`config.mk`:
```
export PLATFORM = sky130hd
export DESIGN_NAME = panel_ctl
export DESIGN_NICKNAME = d
export VERILOG_FILES = /design/src/rtl/panel_pkg.sv /design/src/rtl/panel_sync.sv /design/src/rtl/panel_entry.sv /design/src/rtl/panel_bus_seq.sv /design/src/rtl/panel_ctl.sv
export SDC_FILE = /design/constraint.sdc
export NUM_CORES = 1
export LEC_CHECK = 0
export CORE_UTILIZATION = 49
export DETAILED_ROUTE_END_ITERATION = 10
export PLACE_DENSITY_LB_ADDON = 0.25
export SLEW_MARGIN = 0
export SYNTH_ARGS = -nofsm -noshare
export SYNTH_HDL_FRONTEND = slang
export SYNTH_SLANG_ARGS = --single-unit
```
`constraint.sdc`:
```
create_clock -name clk -period 2.2 [get_ports clk]
set_input_delay 0.55 -clock clk [delete_from_list [all_inputs] [get_ports clk]]
set_output_delay 0.55 -clock clk [all_outputs]
set_load 0.005 [all_outputs]
```
`src/rtl/panel_pkg.sv`:
```
package panel_pkg;
  localparam int KEY_W = 5;

  typedef enum logic [KEY_W-1:0] {
    KEY_CLEAR    = 5'd8,
    KEY_LDADDR   = 5'd9,
    KEY_SHOWADDR = 5'd10,
    KEY_LDSWR    = 5'd11,
    KEY_EXAM     = 5'd12,
    KEY_DEP      = 5'd13,
    KEY_HALTSTEP = 5'd14,
    KEY_CONT     = 5'd15,
    KEY_INIT     = 5'd16
  } fkey_e;

  typedef enum logic [1:0] {SEQ_IDLE, SEQ_HWAIT, SEQ_XFER, SEQ_REL} seq_e;
  typedef enum logic [1:0] {OP_NONE, OP_EXAM, OP_DEP} op_e;
endpackage

```
`src/rtl/panel_sync.sv`:
```
module panel_sync #(
  parameter int STAGES = 2
) (
  input  logic clk,
  input  logic rst,
  input  logic din,
  output logic dout
);
  logic [STAGES-1:0] pipe;

  always_ff @(posedge clk) begin
    if (rst) pipe <= '0;
    else     pipe <= {pipe[STAGES-2:0], din};
  end

  assign dout = pipe[STAGES-1];
endmodule

```
`src/rtl/panel_entry.sv`:
```
module panel_entry #(
  parameter int DW      = 18,
  parameter int DIGIT_W = 3
) (
  input  logic               clk,
  input  logic               rst,
  input  logic               clr,
  input  logic               shift,
  input  logic [DIGIT_W-1:0] digit,
  output logic [DW-1:0]      val,
  output logic [DW-1:0]      val_next
);
  assign val_next = {val[DW-DIGIT_W-1:0], digit};

  always_ff @(posedge clk) begin
    if (rst)        val <= '0;
    else if (clr)   val <= '0;
    else if (shift) val <= val_next;
  end

  // new digit lands in the low bits, older digits move up
  a_r1_digit_low: assert property (@(posedge clk) disable iff (rst)
    (shift && !clr) |=> val[DIGIT_W-1:0] == $past(digit));
  a_r1_digits_up: assert property (@(posedge clk) disable iff (rst)
    (shift && !clr) |=> val[DW-1:DIGIT_W] == $past(val[DW-DIGIT_W-1:0]));
  // clear empties the buffer
  a_r2_clear: assert property (@(posedge clk) disable iff (rst)
    clr |=> val == '0);
endmodule

```
`src/rtl/panel_bus_seq.sv`:
```
module panel_bus_seq
  import panel_pkg::*;
#(
  parameter int DW      = 18,
  parameter int TIMEOUT = 64
) (
  input  logic          clk,
  input  logic          rst,
  input  logic          start,
  input  logic          start_we,
  input  logic [DW-1:0] start_addr,
  input  logic [DW-1:0] start_wdata,
  input  logic          halt_set,
  input  logic          halt_clr,
  input  logic          halt_grant,
  input  logic          ack,
  input  logic [DW-1:0] rdata_in,
  output logic          halt_req,
  output logic          bus_req,
  output logic          bus_we,
  output logic [DW-1:0] bus_addr,
  output logic [DW-1:0] bus_wdata,
  output logic          rd_done,
  output logic [DW-1:0] rd_data,
  output logic          tout,
  output logic          busy,
  output logic          active
);
  localparam int TMR_W = $clog2(TIMEOUT);

  seq_e             state;
  logic [TMR_W-1:0] tmr;

  always_ff @(posedge clk) begin
    if (rst) begin
      state     <= SEQ_IDLE;
      tmr       <= '0;
      halt_req  <= 1'b0;
      bus_req   <= 1'b0;
      bus_we    <= 1'b0;
      bus_addr  <= '0;
      bus_wdata <= '0;
      rd_done   <= 1'b0;
      rd_data   <= '0;
      tout      <= 1'b0;
    end else begin
      rd_done <= 1'b0;
      tout    <= 1'b0;
      case (state)
        SEQ_IDLE: begin
          if (start) begin
            halt_req  <= 1'b1;
            bus_we    <= start_we;
            bus_addr  <= start_addr;
            bus_wdata <= start_wdata;
            state     <= SEQ_HWAIT;
          end else if (halt_set) begin
            halt_req <= 1'b1;
          end else if (halt_clr) begin
            halt_req <= 1'b0;
          end
        end
        SEQ_HWAIT: begin
          if (halt_grant) begin
            bus_req <= 1'b1;
            tmr     <= '0;
            state   <= SEQ_XFER;
          end
        end
        SEQ_XFER: begin
          if (ack) begin
            bus_req <= 1'b0;
            if (!bus_we) begin
              rd_done <= 1'b1;
              rd_data <= rdata_in;
            end
            state <= SEQ_REL;
          end else if (tmr == TMR_W'(TIMEOUT - 1)) begin
            bus_req <= 1'b0;
            tout    <= 1'b1;
            state   <= SEQ_IDLE;
          end else begin
            tmr <= tmr + 1'b1;
          end
        end
        SEQ_REL: begin
          if (!ack) state <= SEQ_IDLE;
        end
        default: state <= SEQ_IDLE;
      endcase
    end
  end

  assign active = (state != SEQ_IDLE);
  assign busy   = active || rd_done || tout;

  // a transfer only starts once the CPU has granted the halt
  a_r7_req_after_grant: assert property (@(posedge clk) disable iff (rst)
    $rose(bus_req) |-> $past(halt_grant));
  // the halt request covers the whole transfer
  a_r7_req_under_halt: assert property (@(posedge clk) disable iff (rst)
    bus_req |-> halt_req);
  // an abort ends a live request
  a_r10_abort_ends_req: assert property (@(posedge clk) disable iff (rst)
    tout |-> ($past(bus_req) && !bus_req));
endmodule

```
`src/rtl/panel_ctl.sv`:
```
module panel_ctl
  import panel_pkg::*;
#(
  parameter int DW          = 18,
  parameter int DIGIT_W     = 3,
  parameter int TIMEOUT     = 64,
  parameter int SYNC_STAGES = 2,
  parameter int ADDR_STEP   = 2
) (
  input  logic          clk,
  input  logic          rst,
  input  logic          key_valid,
  input  logic [4:0]    key_code,
  input  logic          ctrl_mod,
  input  logic          halt_grant,
  output logic          halt_req,
  output logic          bus_req,
  output logic          bus_we,
  output logic [DW-1:0] bus_addr,
  output logic [DW-1:0] bus_wdata,
  input  logic [DW-1:0] bus_rdata,
  input  logic          bus_ssyn,
  output logic [DW-1:0] disp,
  output logic [DW-1:0] swreg,
  output logic          ind_swdisp,
  output logic          ind_buserr,
  output logic          ind_maint,
  output logic          ind_run,
  output logic          cont_pulse,
  output logic          step_pulse,
  output logic          init_pulse
);
  logic          ack_s;
  logic [DW-1:0] ent_val, ent_next;
  logic [DW-1:0] addr;
  op_e           last_op;
  logic          pend_cont;
  logic          seq_busy, rd_done, tout;
  logic [DW-1:0] rd_data;
  logic          acc;
  logic          k_digit, k_clr, k_ldad, k_disad, k_ldsr, k_exam, k_dep;
  logic          k_halt, k_step, k_cont, k_init, any_key, adv;
  logic [DW-1:0] tgt_addr;

  panel_sync #(.STAGES(SYNC_STAGES)) u_sync (
    .clk(clk), .rst(rst), .din(bus_ssyn), .dout(ack_s));

  assign acc = key_valid && !seq_busy && !pend_cont;

  always_comb begin
    k_digit = 1'b0; k_clr = 1'b0; k_ldad = 1'b0; k_disad = 1'b0;
    k_ldsr  = 1'b0; k_exam = 1'b0; k_dep = 1'b0; k_halt = 1'b0;
    k_step  = 1'b0; k_cont = 1'b0; k_init = 1'b0;
    if (acc) begin
      if (key_code[4:3] == 2'b00) k_digit = 1'b1;
      else begin
        case (key_code)
          KEY_CLEAR:    k_clr   = 1'b1;
          KEY_LDADDR:   k_ldad  = 1'b1;
          KEY_SHOWADDR: k_disad = 1'b1;
          KEY_LDSWR:    k_ldsr  = 1'b1;
          KEY_EXAM:     k_exam  = 1'b1;
          KEY_DEP:      k_dep   = 1'b1;
          KEY_HALTSTEP: begin
            if (ctrl_mod)        k_halt = 1'b1;
            else if (halt_grant) k_step = 1'b1;
          end
          KEY_CONT:     k_cont = ctrl_mod && halt_grant;
          KEY_INIT:     k_init = ctrl_mod;
          default:      ;
        endcase
      end
    end
  end

  assign any_key = k_digit | k_clr | k_ldad | k_disad | k_ldsr | k_exam |
                   k_dep | k_halt | k_step | k_cont | k_init;
  assign adv = (k_exam && last_op == OP_EXAM) || (k_dep && last_op == OP_DEP);
  assign tgt_addr = adv ? addr + DW'(ADDR_STEP) : addr;

  panel_entry #(.DW(DW), .DIGIT_W(DIGIT_W)) u_entry (
    .clk(clk), .rst(rst), .clr(k_clr), .shift(k_digit),
    .digit(key_code[DIGIT_W-1:0]), .val(ent_val), .val_next(ent_next));

  panel_bus_seq #(.DW(DW), .TIMEOUT(TIMEOUT)) u_seq (
    .clk(clk), .rst(rst),
    .start(k_exam | k_dep), .start_we(k_dep),
    .start_addr(tgt_addr), .start_wdata(ent_val),
    .halt_set(k_halt), .halt_clr(k_cont),
    .halt_grant(halt_grant), .ack(ack_s), .rdata_in(bus_rdata),
    .halt_req(halt_req), .bus_req(bus_req), .bus_we(bus_we),
    .bus_addr(bus_addr), .bus_wdata(bus_wdata),
    .rd_done(rd_done), .rd_data(rd_data), .tout(tout),
    .busy(seq_busy), .active(ind_maint));

  always_ff @(posedge clk) begin
    if (rst) begin
      addr       <= '0;
      swreg      <= '0;
      disp       <= '0;
      last_op    <= OP_NONE;
      pend_cont  <= 1'b0;
      ind_swdisp <= 1'b0;
      ind_buserr <= 1'b0;
      ind_run    <= 1'b0;
      cont_pulse <= 1'b0;
      step_pulse <= 1'b0;
      init_pulse <= 1'b0;
    end else begin
      cont_pulse <= pend_cont;
      pend_cont  <= k_cont;
      step_pulse <= k_step;
      init_pulse <= k_init;
      ind_run    <= !halt_grant;
      if (rd_done) disp <= rd_data;
      if (tout) begin
        ind_buserr <= 1'b1;
        last_op    <= OP_NONE;
      end
      if (any_key) begin
        ind_swdisp <= k_ldsr;
        last_op    <= k_exam ? OP_EXAM : (k_dep ? OP_DEP : OP_NONE);
      end
      if (k_digit) disp <= ent_next;
      if (k_clr) begin
        disp       <= '0;
        ind_buserr <= 1'b0;
      end
      if (k_ldad) begin
        addr <= ent_val;
        disp <= ent_val;
      end
      if (k_disad) disp <= addr;
      if (k_ldsr) begin
        swreg <= ent_val;
        disp  <= ent_val;
      end
      if (k_exam) addr <= tgt_addr;
      if (k_dep) begin
        addr <= tgt_addr;
        disp <= ent_val;
      end
    end
  end

  // continue is only signalled after the halt request is gone
  a_r11_release_first: assert property (@(posedge clk) disable iff (rst)
    cont_pulse |-> !halt_req);
  // a step is only issued to a halted CPU
  a_r6_step_halted: assert property (@(posedge clk) disable iff (rst)
    step_pulse |-> $past(halt_grant));
  // initialize needs the Control modifier
  a_r5_init_ctrl: assert property (@(posedge clk) disable iff (rst)
    init_pulse |-> $past(ctrl_mod));
  // the switch-display lamp is lit only by Load Switch Register
  a_r4_swdisp_src: assert property (@(posedge clk) disable iff (rst)
    $rose(ind_swdisp) |-> $past(key_valid && key_code == KEY_LDSWR));
  // single-cycle command pulses never overlap a pending continue
  a_r13_pulse_onehot: assert property (@(posedge clk) disable iff (rst)
    $onehot0({cont_pulse, step_pulse, init_pulse}));
endmodule

```
# Yosys cells after proc, flatten, opt, wreduce, memory -nomap -nowiden
# Cells that the tools add are included.
[totals]
mem_count = 0
register_bits = 150
latchBits = 0
ramBits = 0
rom_bits = 0
[op_classes]
bitwise_logic = 14
n_shift = 0
n_reduce_logical = 28
eq_ne = 21
add_sub_neg = 2
div = 0
order_cmp = 0
muxes = 69
multipliers = 0
[ops]
columns = ["op", "count"]
rows = [
  ["two-way mux 18 bit", 11],
  ["two-way mux 1 bit", 43],
  ["== test 5 x 4 -> 1 bit, second input constant", 8],
  ["adder 18 x 2 -> 18 bit, second input constant", 1],
  ["two-way mux 2 bit", 9],
  ["two-way mux 6 bit", 3],
  ["case mux 6 bit (2 select lines)", 1],
  ["bitwise OR 1 bit", 11],
  ["!= test 2 bit, second input constant", 4],
  ["case mux 2 bit (4 select lines)", 1],
  ["AND reduction 4 bit", 2],
  ["nonzero test 7 bit", 1],
  ["adder 6 x 1 -> 6 bit, second input constant", 1],
  ["== test 2 bit, second input constant", 3],
  ["== test 6 bit, second input constant", 1],
  ["AND reduction 3 bit", 2],
  ["nonzero test 2 bit", 3],
  ["nonzero test 3 bit", 2],
  ["OR reduction 3 bit", 2],
  ["== test 5 bit, second input constant", 1],
  ["logical AND 1 bit", 5],
  ["== test 2 x 1 -> 1 bit, second input constant", 2],
  ["logical NOT 2 bit", 2],
  ["AND reduction 2 bit", 2],
  ["7 further kinds", 13],
]

# Depth between registers and ports, before layout
# Gate-level depths: netlist (run 1).
[depth]
ltp_word = 18
depth_mapped = 9
ltp_nobuf = 7

# Hierarchy
# From an unflattened synthesis (run 1), not the netlist that was laid out.
[hier_totals]
cells_unflattened = 843
hier_area_um2 = 7050.5
[by_module_without_submodules]
columns = ["module", "instances", "area_each_um2", "seq_area_each_um2", "cells_per_inst"]
rows = [
  ["panel_ctl", 1, 3714.8, 1261.2, 453],
  ["panel_bus_seq", 1, 2484.9, 1341.3, 309],
  ["panel_entry", 1, 798.3, 360.3, 77],
  ["panel_sync", 1, 52.6, 40.0, 4],
]

# Least setup slack after synthesis (run 1)
# Ideal clock, no wire load.
[synth_path]
kind = "input to register"
start = "input key_code[0]"
end = "register u_seq.bus_addr[15]"
arrival_time_ps = 2160
t_required_ps = 2114
slack_ps = -46
cell_stages = 7
n_path_buf = 2
setup_ps = 86
cell_sequence = "buf_6 or3b_1 buf_6 a2111oi_4 nand3_1 xor2_1 a211oi_1"
[synth_via]
elab_chain_cells = 7
word_cells_on_any_way = 14
classes_between = "eq/ne (2); mux (7); bitwise (1); reduce/logical (4)"
[synth_rtl]
columns = ["item", "line", "rtl"]
rows = [
  ["start, declared", "panel_ctl.sv:13", "input logic [4:0] key_code,"],
  ["== test 5 x 4 -> 1 bit", "panel_ctl.sv:57", "case (key_code)"],
  ["two-way mux 1 bit", "panel_ctl.sv:57", ""],
  ["two-way mux 1 bit", "panel_ctl.sv:55", "if (key_code[4:3] == 2'b00) k_digit = 1'b1;"],
  ["two-way mux 1 bit", "panel_ctl.sv:54", "if (acc) begin"],
  ["logical AND 1 bit", "panel_ctl.sv:78", "assign adv = (k_exam && last_op == OP_EXAM) || (k_dep && last_op == OP_DEP);"],
  ["logical OR 1 bit", "panel_ctl.sv:78", ""],
  ["two-way mux 18 bit", "panel_ctl.sv:79", "assign tgt_addr = adv ? addr + DW'(ADDR_STEP) : addr;"],
  ["end signal, assigned", "panel_bus_seq.sv:54", "bus_addr <= start_addr;"],
  ["end, declared", "panel_bus_seq.sv:21", "output logic [DW-1:0] bus_addr,"],
]
# Several ways; a longest one is shown, not always the timed one.
# A chain may end at the register's enable or synchronous reset.

# Worst setup path after layout (run 1)
[layout_path]
start = "register u_seq.tout"
end = "register disp[6]"
[layout_via]
elab_chain_cells = 11
word_cells_on_any_way = 17
classes_between = "mux (12); reduce/logical (5)"
[layout_rtl]
columns = ["item", "line", "rtl"]
rows = [
  ["start, declared", "panel_bus_seq.sv:25", "output logic tout,"],
  ["start signal, assigned", "panel_bus_seq.sv:45", "tout <= 1'b0;"],
  ["start signal, assigned", "panel_bus_seq.sv:48", "tout <= 1'b0;"],
  ["start signal, assigned", "panel_bus_seq.sv:80", "tout <= 1'b1;"],
  ["logical OR 1 bit (*)", "panel_bus_seq.sv:95", "assign busy = active || rd_done || tout;"],
  ["logical NOT 1 bit (*)", "panel_ctl.sv:48", "assign acc = key_valid && !seq_busy && !pend_cont;"],
  ["logical AND 1 bit (*) (2 in series)", "panel_ctl.sv:48", ""],
  ["two-way mux 1 bit", "panel_ctl.sv:54", ""],
  ["two-way mux 18 bit", "panel_ctl.sv:124", "if (k_digit) disp <= ent_next;"],
  ["two-way mux 18 bit", "panel_ctl.sv:125", "if (k_clr) begin"],
  ["two-way mux 18 bit", "panel_ctl.sv:129", "if (k_ldad) begin"],
  ["two-way mux 18 bit", "panel_ctl.sv:133", "if (k_disad) disp <= addr;"],
  ["two-way mux 18 bit", "panel_ctl.sv:134", "if (k_ldsr) begin"],
  ["two-way mux 18 bit", "panel_ctl.sv:139", "if (k_dep) begin"],
  ["end signal, assigned", "panel_ctl.sv:131", "disp <= ent_val;"],
  ["end signal, assigned", "panel_ctl.sv:133", ""],
  ["end signal, assigned", "panel_ctl.sv:136", "disp <= ent_val;"],
  ["end, declared", "panel_ctl.sv:23", "output logic [DW-1:0] disp,"],
]
# Every way passes the cells marked *; elsewhere a longest branch is shown, timed or not.

==> reports/metrics.yaml, run 1 <==
status:
  outcome: "completed"
synthesis:
  synthCells: 891
  synthTopCellsByCount: "183 x nand2_1, 150 x dfxtp_1, 125 x a21oi_1"
  synthArstFlopShare: 0
  synthTopCellsByArea: "dfxtp_1 42%, nand2_1 9.7%, a21oi_1 8.8%, a211oi_1 3.0%, nor2_1 2.9%"
  synth-seq-cells: 150
  yosysSeqAreaShare: 0.422
  synth.top_cell.area_share: 0.422
  synth.most_common_cell: "nand2_1"
  syn_nets: 927
  synth_top_area_cell: "dfxtp_1"
  synth_edf_count: 0
  synth.avg_cell_area_um2: 7.98
  synth_ff_type: "dfxtp_1"
  yosysWarningCount: 0
  syn_area_um2: 7110
  synthDistinctLibCells: 67
global_routing:
  grt_pass1_wl_um: 34800
  globalRouteTotalUtil: 0.304
  antenna_found_initial: 0
  gr-total-overflow: 0
  grt_pass1_vias: 6761
  grt_max_degree: 62
cells_and_area:
  drive_gt1_frac: 0.187
  area_delta_synth_final_pct: 39.8
  nets: 1099
  antennaDiodeCount: 0
  fin_util: 0.708
sta:
  fmax_mhz: 467
  slew_headroom: 0.666
  rsz0062_at_grt: "yes"
  fin_crit_sh: 0.973
  finClkSkew_ns: 0.0101
  tightest_slew_ns: 0.500
  finalCriticalPeriod_ns: 2.14
  finalHoldViolCount: 0
  finalSetupViolations: 0
  maxSlewViolCount: 0
  holdWs_ns: 0.396
floorplanning:
  start_util: 0.506
  rows: 43
  die_w_um: 122
  num_io_pins: 111
  coreArea_um2: 14000
  die_h_um: 122
  die_area_um2: 15000
clock_network:
  cts_root_buffer: "clkbuf_16"
  htree_levels: 4
  numCtsBuffers: 17
  path_clk_slew_ns: 0.07
  worstSkewPairLatency_ns: 0.43
  cts.path.max_buffers: 2
  ctsHoldBuffers: 0
  clock_sinks: 150
  cts_tree: "built"
worst_setup_path:
  end_kind: "register"
  cp-start-kind: "register"
  criticalPathCategory: "reg -> reg"
  required_ns: 2.55
  crit_fanout: 6
  worstPathArrival_ns: 2.49
job:
  maxCapViolCount: 0
routing:
  viasPerCell: 5.84
  ant_nets: 0
  drc: 0
  routed_wl_um: 22300
  drtIter0Drc: 716
  vias: 7330
  drt_first_pass_iters: 5
  post_drt_wl_per_cell_um: 17.8
placement:
  place_congestion: 0.905
  dpl.hpwl_um: 15500
  numPortBuffers: 110
power_and_ir_drop:
  p_leak_nw: 3.52
  powerDensity_nw_per_um2: 732
  ir_worst_vdd_uv: 738
hold_path:
  hold_class: "in -> reg"
sequential cells by signal, indices dropped and copies added, names as in the netlist, 2 cells and up:
register,cells
u_seq.bus_wdata,18
last_op,2
u_seq.state,2
swreg,18
u_entry.val,18
addr,18
u_sync.pipe,2
u_seq.bus_addr,18
u_seq.rd_data,18
disp,18
u_seq.tmr,6
stage by stage:
| stage | std cells | TNS [ns] | setup WS [ns] | power, mW | area [um^2] |
|---|---|---|---|---|---|
| floorplan | 891 | -0.0287 | -0.00468 | 3.43 | 7120 |
| global placement | 1212 | -51.98 | -0.540 | 3.95 | 9030 |
| detailed placement | 1212 | -56.26 | -0.562 | 3.97 | 9030 |
| CTS | 1248 | -0.00909 | -0.00909 | 7.23 | 9790 |
| global route | 1256 | -0.0548 | -0.0426 | 7.52 | 9950 |
| finish | 1256 | 0 | 0.0590 | 7.28 | 9950 |
logic make-up (layout without fill, tap and decap cells):
group                      after synthesis  in the layout  synth area share
adders and majority gates                7              7            0.0123
buffers and inverters                   97            282            0.0600
xor gates and xnor gates                20             20            0.0246
muxes                                   10             10            0.0146
AOI/OAI and AO/OA                      266            266             0.242
DFF                                    150            150             0.422
and+or+nand+nor                        341            341             0.224
worst max-delay path, stage by stage (launching register included):
cell,delay [ns]
dfxtp_2,0.33
or3b_4,0.40
buf_6,0.15
buf_4,0.14
nor2_2,0.17
buf_6,0.15
nor2_1,0.04
or4_4,0.53
a21oi_2,0.15
final timing paths:
kind	depth (start not counted)	startpoint	end	slack (ns)
worst min-delay path	2	rst	cont_pulse	0.40
worst max register to register	8	u_seq.tout	disp[6]	0.06
worst max-delay path	8	u_seq.tout	disp[6]	0.06
worst min register to register	2	u_seq.bus_wdata[9]	u_seq.bus_wdata[9]	0.45
where the power goes:
group          switching [mW]  total, mW  internal, mW
registers              0.0565       2.84          2.78
clock network            1.19       3.25          2.05
logic                   0.590       1.19         0.603
metal layers:
metal	GRT usage	vias up	routed length [um]
met3	0.0716	53	1770
met5	0	-	0
met1	0.399	3452	9450
met2	0.476	328	10500
li1	-	3497	-
met4	0.130	0	612
layout by cell type (no fill, tap or decap), types with 4 or more instances in the layout:
cell             count
and2_1               4
clkbuf_16           17
dfxtp_1            148
dlymetal6s2s_1       4
bufinv_16            5
a21oi_1            122
o22a_1               9
o21ai_0             18
o211ai_1            13
and3_1               5
a22oi_1             17
nand4_1             18
a31oi_1              9
nor2b_1              4
nand2_1            182
xnor2_1             11
mux2i_1              7
buf_6                8
or4_1                4
buf_4              110
inv_1               12
o2bb2ai_1            4
nand3b_1            12
buf_12               9
clkdlybuf4s50_1    102
ha_1                 6
a211oi_1            27
clkinv_4             4
or3_1                5
nand3_1             17
nor2_1              55
a32oi_1              4
xor2_1               8
cell type report:
class                           instances  area, um^2
Clock buffer                           18         439
Clock inverter                         14         223
Fill cell                            1083        4100
Inverter                               14        52.6
Multi-Input combinational cell        644        3810
Sequential cell                       150        3010
Tap cell                              180         225
Timing Repair Buffer                  236        2190
what timing repair did:
action | CTS | global route
cloned | 0 | 0
setup endpoints to repair | 85 | 63
setup buffers | 4 | 8
pin swaps | 4 | 14
resized for setup | 19 | 27
hold endpoints to repair | 0 | 0
No activity file was read; power rests on OpenSTA's default activity.
==> inputs of run 2 (changes only) <==
Settings changed: MAX_ROUTING_LAYER set to met4.
==> run 2 against run 1 <==
  * Clock skew fell by 0.00095 ns
  * Wire length rose by 0.78%
  * Count of clock-buffer cells in the layout unchanged
  * Largest power group unchanged
  * Critical path depth is the same
  * Maximum frequency is 0.34% higher
  * Setup slack improved by 0.0072 ns
  * Register-to-register slack hardly changed
  * Sequential share of layout area grew 0.079 points
  * First-iteration DRC count rose by 3.1%
==> reports/metrics.yaml, run 2 (synthesis results as in run 1) <==
cells_and_area:
  area_delta_synth_final_pct: 39.4
  final_cell_mix: "182 x nand2_1, 149 x dfxtp_1, 124 x a21oi_1"
  final_cells: 1255
  mostFrequentLayoutCell: "nand2_1"
  nets: 1098
  drive_gt1_frac: 0.181
  fin_util: 0.706
  antennaDiodeCount: 0
  design_area_um2: 9920
clock_network:
  numCtsBuffers: 17
  ctsHoldBuffers: 0
  htree_levels: 4
  worstSkewPairLatency_ns: 0.43
  cts.path.max_buffers: 2
  clock_sinks: 150
  cts_tree: "built"
  path_clk_slew_ns: 0.07
  cts_root_buffer: "clkbuf_16"
global_routing:
  antenna_found_initial: 0
  grt-busiest-layer: "met2"
  grt_max_degree: 62
  grt.met1_usage: 0.401
  globalRouteTotalUtil: 0.313
  grt_pass1_wl_um: 34800
  use_met2: 0.476
  grtUsageMet3: 0.0697
  gr-total-overflow: 0
  grt_pass1_vias: 6745
sta:
  finalSetupViolations: 0
  finalHoldViolCount: 0
  tns_ns: 0
  maxSlewViolCount: 0
  fmax_mhz: 469
  finalCriticalPeriod_ns: 2.13
  finClkSkew_ns: 0.00913
  holdWs_ns: 0.397
  fin_crit_sh: 0.970
  slew_headroom: 0.662
  tightest_slew_ns: 0.506
worst_setup_path:
  end_kind: "register"
  worstPathArrival_ns: 2.49
  criticalPathCategory: "reg -> reg"
  required_ns: 2.56
  cp-start-kind: "register"
  crit_fanout: 6
routing:
  drt_first_pass_iters: 5
  drtIter0Drc: 738
  vias: 7346
  drc: 0
  post_drt_wl_per_cell_um: 17.9
  routed_wl_um: 22500
  viasPerCell: 5.85
  ant_nets: 0
floorplanning:
  num_io_pins: 111
  rows: 43
  coreArea_um2: 14000
  die_h_um: 122
  start_util: 0.506
  die_w_um: 122
  die_area_um2: 15000
hold_path:
  hold_class: "in -> reg"
power_and_ir_drop:
  ir_worst_vdd_uv: 741
  powerDensity_nw_per_um2: 734
  p_leak_nw: 3.51
placement:
  dpl.hpwl_um: 15500
  place_inst: 1212
  numPortBuffers: 110
  place_congestion: 0.920
  place_area_um2: 9030
job:
  maxCapViolCount: 0
status:
  outcome: "completed"
==> run 2: cell count changes in the layout (fill, tap and decap cells not counted), sizes merged <==
cell / delta
buf: -1
==> run 2: metal layers <==
metal / up-vias / wire (um)
met4: 0 / 612
met2: 333 / 10500
met5: - / 0
met1: 3461 / 9480
met3: 54 / 1850
li1: 3498 / -
==> run 2: area by class of cell <==
cell class | count | area, um^2
sequential | 150 | 3000
fill | 1092 | 4130
clock buffer | 18 | 439
tap | 180 | 225
clock inverter | 14 | 223
inverter | 14 | 52.6
multi-input combinational | 644 | 3790
timing repair buffer | 235 | 2190
==> run 2: repair_timing <==
| item | CTS | global route |
|---|---|---|
| endpoints found under the setup margin | 85 | 63 |
| setup buffers | 4 | 7 |
| gates resized for setup | 19 | 22 |
| hold endpoints to repair | 0 | 0 |
| pin swaps | 4 | 10 |
| gates cloned | 0 | 0 |
==> run 2: path summary, 6_finish.rpt <==
check | slack (ns) | cells after the start | endpoint | startpoint
max | 0.07 | 8 | disp[6] | u_seq.tout
min | 0.40 | 2 | cont_pulse | rst
max reg2reg | 0.07 | 8 | disp[6] | u_seq.tout
min reg2reg | 0.45 | 2 | u_seq.bus_wdata[9] | u_seq.bus_wdata[9]
==> run 2: power breakdown <==
| group | switching [mW] | internal [mW] |
|---|---|---|
| Clock | 1.20 | 2.05 |
| Sequential | 0.0555 | 2.78 |
| Combinational | 0.585 | 0.596 |
==> run 2: critical path: stages, from the launching register on <==
cell and delay [ns]:
dfxtp_1 0.33, or3b_4 0.41, buf_6 0.15, buf_4 0.14
nor2_2 0.16, buf_6 0.15, nor2_1 0.04, or4_4 0.53
a21oi_2 0.15
==> run 2: per-stage QoR <==
stage,total power [mW],worst slack (ns)
after global placement,3.95,-0.540
after floorplan,3.43,-0.00468
after CTS,7.23,-0.00909
after global routing,7.51,-0.0426
final,7.27,0.0663
after detailed placement,3.97,-0.562
==> inputs of run 3 (changes only) <==
Settings changed: CORE_UTILIZATION 49 to 30.
==> run 3 against run 2 <==
  * Final area increased by 0.49%
  * Non-clock buffer count did not move
  * Combinational power about the same
  * Flip-flop and latch count unchanged
  * Maximum frequency decreased by 0.77%
  * Sequential share of layout area fell by 0.15 points
  * Critical path depth fell by 1
==> reports/metrics.yaml, run 3 (synthesis results as in run 1) <==
status:
  outcome: "completed"
clock_network:
  worstSkewPairLatency_ns: 0.43
  htree_levels: 4
  path_clk_slew_ns: 0.07
  numCtsBuffers: 17
  cts_tree: "built"
  cts.path.max_buffers: 2
  clock_sinks: 150
  cts_root_buffer: "clkbuf_16"
cells_and_area:
  fin_util: 0.435
  design_area_um2: 9960
  area_delta_synth_final_pct: 40.1
  drive_gt1_frac: 0.176
  antennaDiodeCount: 0
  final_cell_mix: "183 x nand2_1, 149 x dfxtp_1, 125 x a21oi_1"
  mostFrequentLayoutCell: "nand2_1"
  nets: 1098
worst_setup_path:
  r2r-end: "swreg[14]"
  worstPathArrival_ns: 2.52
  criticalPathCategory: "in -> reg"
  end_kind: "register"
  cp-endpoint: "disp[14]"
  r2r_setup_slack_ns: 0.13
  r2r_start: "u_seq.tout"
  required_ns: 2.57
  cp-start-kind: "primary input"
  reg2reg_depth: 10
  crit_fanout: 10
  startpoint: "key_code[2]"
global_routing:
  globalRouteTotalUtil: 0.203
  gr-total-overflow: 0
  grt_pass1_wl_um: 36900
  grt_max_degree: 76
  grt_pass1_vias: 6490
  antenna_found_initial: 0
placement:
  dp_slack_ns: -0.565
  place_congestion: 0.884
  numPortBuffers: 110
  place_area_um2: 9260
  dpl.hpwl_um: 16700
sta:
  fmax_mhz: 465
  setup_slack_ns: 0.0498
  finalSetupViolations: 0
  tightest_slew_ns: 0.512
  maxSlewViolCount: 0
  finalCriticalPeriod_ns: 2.15
  slew_headroom: 0.658
  finalHoldViolCount: 0
  rsz0062_at_grt: "yes"
  finClkSkew_ns: 0.0118
  fin_crit_sh: 0.977
floorplanning:
  rows: 55
  die_w_um: 156
  num_io_pins: 111
  start_util: 0.310
  die_area_um2: 24300
  die_h_um: 156
  coreArea_um2: 22900
power_and_ir_drop:
  ir_worst_vdd_uv: 383
  powerDensity_nw_per_um2: 699
  p_leak_nw: 3.43
  fin_total_pwr_mw: 6.96
hold_path:
  hold_class: "reg -> reg"
routing:
  post_drt_wl_per_cell_um: 16.9
  ant_nets: 0
  routed_wl_um: 23500
  vias: 6995
  drtIter0Drc: 497
  drc: 0
  drt_first_pass_iters: 6
  viasPerCell: 5.04
job:
  maxCapViolCount: 0
-- run 3: worst min path at each step --
stage,from,end,slack [ns],cells after the start
floorplan,u_sync.pipe[0],u_sync.pipe[1],0.41,1
finish,u_sync.pipe[0],u_sync.pipe[1],0.44,1
global route,swreg[4],swreg[4],0.48,2
global placement,u_sync.pipe[0],u_sync.pipe[1],0.43,1
detailed placement,u_sync.pipe[0],u_sync.pipe[1],0.44,1
CTS,u_sync.pipe[0],u_sync.pipe[1],0.45,1
-- run 3: where the power goes --
part	switching (mW)	internal [mW]
Sequential	0.0494	2.78
Clock	1.30	1.66
Combinational	0.577	0.601
-- run 3: worst max-delay path, stage by stage --
cell             delay, ns
clkdlybuf4s50_1       0.40
buf_4                 0.17
or3b_2                0.48
and2_4                0.19
o2bb2ai_1             0.12
or4_1                 0.47
a21oi_1               0.14
-- run 3: repair_timing --
action | 4_1_cts | 5_1_grt
buffers inserted | 3 | 0
endpoints found under the setup margin | 81 | 74
resized for setup | 12 | 15
pin swaps | 9 | 2
hold buffers | 0 | 0
-- run 3: stage by stage --
| step | setup TNS, ns | hold slack, ns | instances |
|---|---|---|---|
| 6_report | 0 | 0.443 | 1388 |
| 5_1_grt | -0.0199 | 0.475 | 1388 |
| 4_1_cts | 0 | 0.447 | 1388 |
| 3_5_place_dp | -54.54 | 0.440 | 1353 |
| 3_3_place_gp | -55.02 | 0.428 | 1353 |
| 2_1_floorplan | -0.0287 | 0.414 | 891 |
-- run 3: final cells by class --
cell class	instances	area, um^2
clock inverter	13	136
multi-input combinational	644	3760
sequential	150	3000
inverter	14	52.6
clock buffer	19	453
timing repair buffer	235	2160
fill	2308	13000
tap	313	392
-- run 3: per-layer routing --
layer / part of all wire / GRT usage / vias to the layer above / wire (um)
met5: 0 / - / - / 0
met4: 0.015 / 0.0607 / 0 / 359
met3: 0.057 / 0.0358 / 25 / 1350
met2: 0.44 / 0.301 / 229 / 10400
met1: 0.48 / 0.280 / 3253 / 11400
li1: - / - / 3488 / -
